File: config.mk
export PLATFORM = sky130hd
export DESIGN_NAME = audio_link_selector
export DESIGN_NICKNAME = d
export VERILOG_FILES = /design/src/rtl/alss_pkg.sv /design/src/rtl/alss_gate.sv /design/src/rtl/alss_fsm.sv /design/src/rtl/audio_link_selector.sv
export SDC_FILE = /design/constraint.sdc
export NUM_CORES = 1
export LEC_CHECK = 0
export BUFFER_PORTS_ARGS = -buffer_cell sky130_fd_sc_hd__buf_2
export CAP_MARGIN = 15
export CORE_AREA = 2 2 39 41
export CTS_CLUSTER_DIAMETER = 40
export DETAILED_ROUTE_END_ITERATION = 6
export DIE_AREA = 0 0 41 43
export PLACE_DENSITY_LB_ADDON = 0.1
export SLEW_MARGIN = 10
export SYNTH_ARGS = -nofsm -noshare
export SYNTH_HDL_FRONTEND = slang
export SYNTH_SLANG_ARGS = --single-unit
File: constraint.sdc
create_clock -name clk -period 1.85 [get_ports clk]
set_input_delay 0.2775 -clock clk [delete_from_list [all_inputs] [get_ports clk]]
set_output_delay 0.2775 -clock clk [all_outputs]
set_load 0.005 [all_outputs]
File: src/rtl/alss_pkg.sv
package alss_pkg;
    typedef enum logic [1:0] {
        ST_OFF  = 2'd0,
        ST_DSD  = 2'd1,
        ST_I2S  = 2'd2,
        ST_SWAP = 2'd3
    } route_e;
endpackage

File: src/rtl/alss_gate.sv
module alss_gate #(
    parameter int W = 3
) (
    input  logic [W-1:0] din,
    input  logic         en,
    output logic [W-1:0] dout
);
    for (genvar i = 0; i < W; i++) begin : g_and
        assign dout[i] = din[i] & en;
    end
endmodule

File: src/rtl/alss_fsm.sv
module alss_fsm
    import alss_pkg::*;
(
    input  logic   clk,
    input  logic   rst_n,
    input  logic   spdif_en,
    input  logic   sel_dsd,
    input  logic   dsd_active,
    input  logic   i2s_active,
    output route_e state
);
    route_e target;
    route_e state_nx;

    always_comb begin
        if (spdif_en)
            target = ST_OFF;
        else if (sel_dsd)
            target = dsd_active ? ST_DSD : ST_OFF;
        else
            target = i2s_active ? ST_I2S : ST_OFF;
    end

    always_comb begin
        state_nx = state;
        unique case (state)
            ST_OFF:  state_nx = target;
            ST_DSD:  state_nx = (target == ST_I2S) ? ST_SWAP : target;
            ST_I2S:  state_nx = (target == ST_DSD) ? ST_SWAP : target;
            ST_SWAP: state_nx = target;
        endcase
    end

    always_ff @(posedge clk or negedge rst_n) begin
        if (!rst_n)
            state <= ST_OFF;
        else
            state <= state_nx;
    end
endmodule

File: src/rtl/audio_link_selector.sv
module audio_link_selector
    import alss_pkg::*;
#(
    parameter int NLINES = 3
) (
    input  logic              clk,
    input  logic              rst_n,
    input  logic              spdif_en,
    input  logic              sel_dsd,
    input  logic              dsd_active,
    input  logic              i2s_active,
    input  logic [NLINES-1:0] dsd_in,
    input  logic [NLINES-1:0] i2s_in,
    output logic [NLINES-1:0] link_out,
    output logic              fmt_dsd,
    output logic              link_valid
);
    localparam int LW = NLINES;

    route_e        state;
    logic          dsd_en;
    logic          i2s_en;
    logic [LW-1:0] dsd_g;
    logic [LW-1:0] i2s_g;

    alss_fsm u_fsm (
        .clk        (clk),
        .rst_n      (rst_n),
        .spdif_en   (spdif_en),
        .sel_dsd    (sel_dsd),
        .dsd_active (dsd_active),
        .i2s_active (i2s_active),
        .state      (state)
    );

    // Gate enables: registered route AND live flag AND no S/PDIF takeover
    assign dsd_en = (state == ST_DSD) & dsd_active & ~spdif_en;
    assign i2s_en = (state == ST_I2S) & i2s_active & ~spdif_en;

    alss_gate #(.W(LW)) u_gate_dsd (.din(dsd_in), .en(dsd_en), .dout(dsd_g));
    alss_gate #(.W(LW)) u_gate_i2s (.din(i2s_in), .en(i2s_en), .dout(i2s_g));

    always_comb begin
        link_out   = dsd_g | i2s_g;
        link_valid = 1'b0;
        fmt_dsd    = 1'b0;
        unique case (state)
            ST_OFF:  ;
            ST_DSD:  begin link_valid = 1'b1; fmt_dsd = 1'b1; end
            ST_I2S:  link_valid = 1'b1;
            ST_SWAP: ;
        endcase
    end
endmodule

; Word-level counts from Yosys, hierarchy flattened
; Cells that the tools add are included.
[op_classes]
eq_ne = 5
mux = 9
bitwise_logic = 12
reduce_logical = 3
[ops]
columns = op, n
row1 = $and A1 B1 Y1, 10
row2 = $mux W2, 5
row3 = $eq A2 B2 Y1 const B, 3
row4 = $pmux W2 S3, 1
row5 = $eq A2 B1 Y1 const B, 2
row6 = $reduce_or A2 Y1, 2
row7 = $mux W1, 3
row8 = $or A3 B3 Y3, 1
row9 = $logic_not A2 Y1, 1
row10 = $not A1 Y1, 1
[totals]
ff_bits = 2
out_inout_bits = 5
word_cells = 30

; Longest topological paths before layout
[logic_depth]
ltp_word = 6
depth_mapped = 5
depth_no_buf = 5

; By module
; From an unflattened synthesis, not the netlist that was laid out.
[unflattened]
hier_cells = 29
area_unflattened_um2 = 240.2
[modules_own_cells]
columns = mod, n_inst, cells_each, area_each_um2
row1 = alss_fsm, 1, 13, 130.1
row2 = audio_link_selector, 1, 10, 72.6
row3 = alss_gate, 2, 3, 18.8

; Worst setup path before layout
; Ideal clock, no wire load.
[synth_path]
path_type = register -> output
startpoint = reg u_fsm.state[0]
endpoint = out link_out[0]
arrival_time_ns = 1.023
slack_ns = 0.549
stages_incl_launch_ff = 4
n_path_buf = 0
cell_sequence = dfrtp_1 -> ha_1 -> and3b_1 -> a22o_1
[synth_between]
elab_chain_len = 5
elab_cells_between_ends = 9
[synth_rtl]
columns = item, line
row1 = "start, declared", alss_fsm.sv:10  ; output route_e state
row2 = "start signal, assigned", alss_fsm.sv:38  ; state <= state_nx;
row3 = $eq A2 B1 Y1 / $eq A2 B2 Y1 (equally long branches), "audio_link_selector.sv:37, audio_link_selector.sv:38"
row4 = $and A1 B1 Y1 (on tied branches) (2 in a row), "audio_link_selector.sv:37, audio_link_selector.sv:38"
row5 = $and A1 B1 Y1, alss_gate.sv:9  ; assign dout[i] = din[i] & en;
row6 = $or A3 B3 Y3 (*), audio_link_selector.sv:44  ; link_out = dsd_g | i2s_g;
row7 = "end, declared", audio_link_selector.sv:14  ; output logic [NLINES-1:0] link_out,
; Every way passes the cells marked *; elsewhere a longest branch is shown, timed or not.

; Worst setup path after layout
; Ends and elaborated chain as after synthesis.

==> flow_summary.ini <==
[final_layout]
reg_top3 = u_fsm.state: 2 flops
fin_cells = 58
fin_area_um2 = 324
final_util = 0.234
nNetsFinal = 59
drive_above_1_share = 0.452
ff_latch_area_um2 = 50.0
syn_to_final_growth_pct = 69.3
largest_register = u_fsm.state
multi_input_area_um2 = 130
largest_register_ffs = 2
antenna_cells = 0
fillers = 157

[worst_setup_path]
crit_end = link_out[0]
r2r_cells = 4
critPathCaptureType = output pin
critPathArrivalTime_ps = 1370
cpPeakStageDelay_ps = 390
cp_top_family = flip-flops
cp_num_cells = 4
ff2ff_setup_slack_ps = 680
cp_cell_sequence = ha_1 > and3b_1 > a22o_1 > buf_2
slowest_stage = dfrtp_1
worstSetupStartpointType = flip-flop
r2r_start = u_fsm.state[0]$_DFF_PN0_
startpoint = u_fsm.state[0]$_DFF_PN0_
crit_type = reg -> out
required_ps = 1570
critPathBufInv = 1
r2r-end = u_fsm.state[1]$_DFF_PN0_
critPathMaxFanout = 3

[timing]
hold_viol_final = 0
worstMarginPinSlew_ps = 265
finalClockSkew_ps = 1.93
finalWorstSetupSlack_ps = 204
finalSetupViolCount = 0
fin_setup_tns_ps = 0
finalCritPeriodShare = 0.890
finalMaxSlewViolations = 0
relSlewSlack = 0.822
period_needed_ps = 1650
fmax_mhz = 608
rsz0062_at_grt = no

[route]
via_count = 240
dr.pass1.iters = 1
drc = 0
ant_nets = 0
dr.first_iter.drc_count = 0
routed_wl_um = 548
via_per_inst = 4.14
wl_per_cell_um = 9.45

[clocking]
clockRootBuffer = clkbuf_4
postCtsSetupBuffers = 0
cts_buffers = 3
clkLatencyLatePin_ps = 220
clkTransAtPathRegs_ps = 30
cts-htree-levels = 1
clk_path_buf_depth = 2
clock_sinks = 2
cts_tree = done

[worst_hold_path]
holdPathStages = 2
hold_path_class = in -> reg

[logic_synthesis]
yosys-top-cells-area = dfrtp_1, ha_1, a22o_1
synth_fp_nets = 37
synth-seq-cells = 2
syn-cell-area_um2 = 191
synth-seq-area-share = 0.261
synth_cell_types = 14
synthCells = 22
yosys_warnings = 0
synth_area_leader_cell = dfrtp_1
syn_avg_cell_area_um2 = 8.70
synth_top_area_share = 0.261

[run]
max_cap_violations = 0

[power_and_ir_drop]
ir_drop_v = 0.000271
power_density_nw_per_um2 = 562
p_leak_nw = 0.176

[grt]
antenna_found_initial = 0
grt_pass1_wl_um = 903
overflow = 0
grt_pass1_vias = 244
grt_use_total = 0.0782
grt_max_degree = 6

[run_status]
status = finished clean

[die]
ios = 17
die_height_um = 43
die_x_um = 41
start_util = 0.138
rows = 14
core_area_um2 = 1380
dieArea_um2 = 1760

[placed_design]
portBuffers = 16
place_area_um2 = 292
place_ws_ps = 424
hpwl_um = 472
gp_congestion = 0.682
dp_cells = 54
==> per-layer routing <==
| metal | global-route usage | up-vias | wire length (um) |
|---|---|---|---|
| met5 | 0 | - | 0 |
| met4 | 0.0600 | 0 | 15 |
| met3 | 0.0524 | 2 | 73 |
| met2 | 0.119 | 13 | 262 |
| met1 | 0.0671 | 105 | 197 |
| li1 | - | 120 | - |
==> kinds of logic after synthesis <==
group,synth area share
AO/OA/AOI/OAI,0.301
flip-flops,0.261
adder cells (fa/ha/maj),0.196
buffers and inverters,0.0588
AND/OR/NAND/NOR,0.183
==> layout by cell type (no fill, tap or decap) <==
| cell type | n |
|---|---|
| a211oi_1 | 1 |
| a21oi_1 | 1 |
| a22o_1 | 3 |
| and3b_1 | 1 |
| buf_2 | 16 |
| clkbuf_4 | 3 |
| dfrtp_1 | 2 |
| dlygate4sd3_1 | 1 |
| ha_1 | 3 |
| inv_1 | 3 |
| nand2_1 | 1 |
| nand2b_1 | 2 |
| nor2_1 | 1 |
| nor2b_1 | 1 |
| o211ai_1 | 1 |
| o21ai_1 | 1 |
| o22ai_1 | 1 |
==> Yosys cell counts (all sizes together) <==
master  instances
a211oi          1
ha              3
nand2           1
a22o            3
nor2b           1
nor2            1
o21ai           1
inv             3
o211ai          1
o22ai           1
and3b           1
a21oi           1
nand2b          2
dfrtp           2
==> power by group <==
part	total, mW	internal (mW)	leakage (nW)	switching, mW
Clock	0.0953	0.0715	0.0138	0.0238
Sequential	0.0477	0.0462	0.0272	0.00149
Combinational	0.0392	0.0216	0.135	0.0176
Total	0.182	0.139	0.176	0.0430
==> stage by stage <==
step                total power, mW  hold WS, ps
CTS                           0.190          275
finish                        0.182          285
detailed placement           0.0867         66.2
global route                  0.198          303
floorplan                    0.0645        -18.1
global placement             0.0864         63.5
==> worst min-delay path by stage <==
stage / endpoint / slack [ps] / start
4_1_cts: u_fsm.state[1]$_DFF_PN0_ / 270 / spdif_en
3_3_place_gp: u_fsm.state[1]$_DFF_PN0_ / 60 / rst_n
6_report: u_fsm.state[1]$_DFF_PN0_ / 290 / spdif_en
3_5_place_dp: u_fsm.state[1]$_DFF_PN0_ / 70 / rst_n
5_1_grt: u_fsm.state[1]$_DFF_PN0_ / 300 / spdif_en
2_1_floorplan: u_fsm.state[0]$_DFF_PN0_ / -20 / rst_n
==> final cells by class <==
class	count	area share
clock buffer	3	0.0695
tap	16	0.0618
inverter	3	0.0347
multi-input combinational	17	0.402
timing repair buffer	17	0.278
sequential	2	0.154
==> timing repair <==
item / 4_1_cts / 5_1_grt
hold buffers: 1 / 0
resized for setup: 0 / 0
hold endpoints to repair: 2 / 0
No activity file was read; power rests on OpenSTA's default activity.
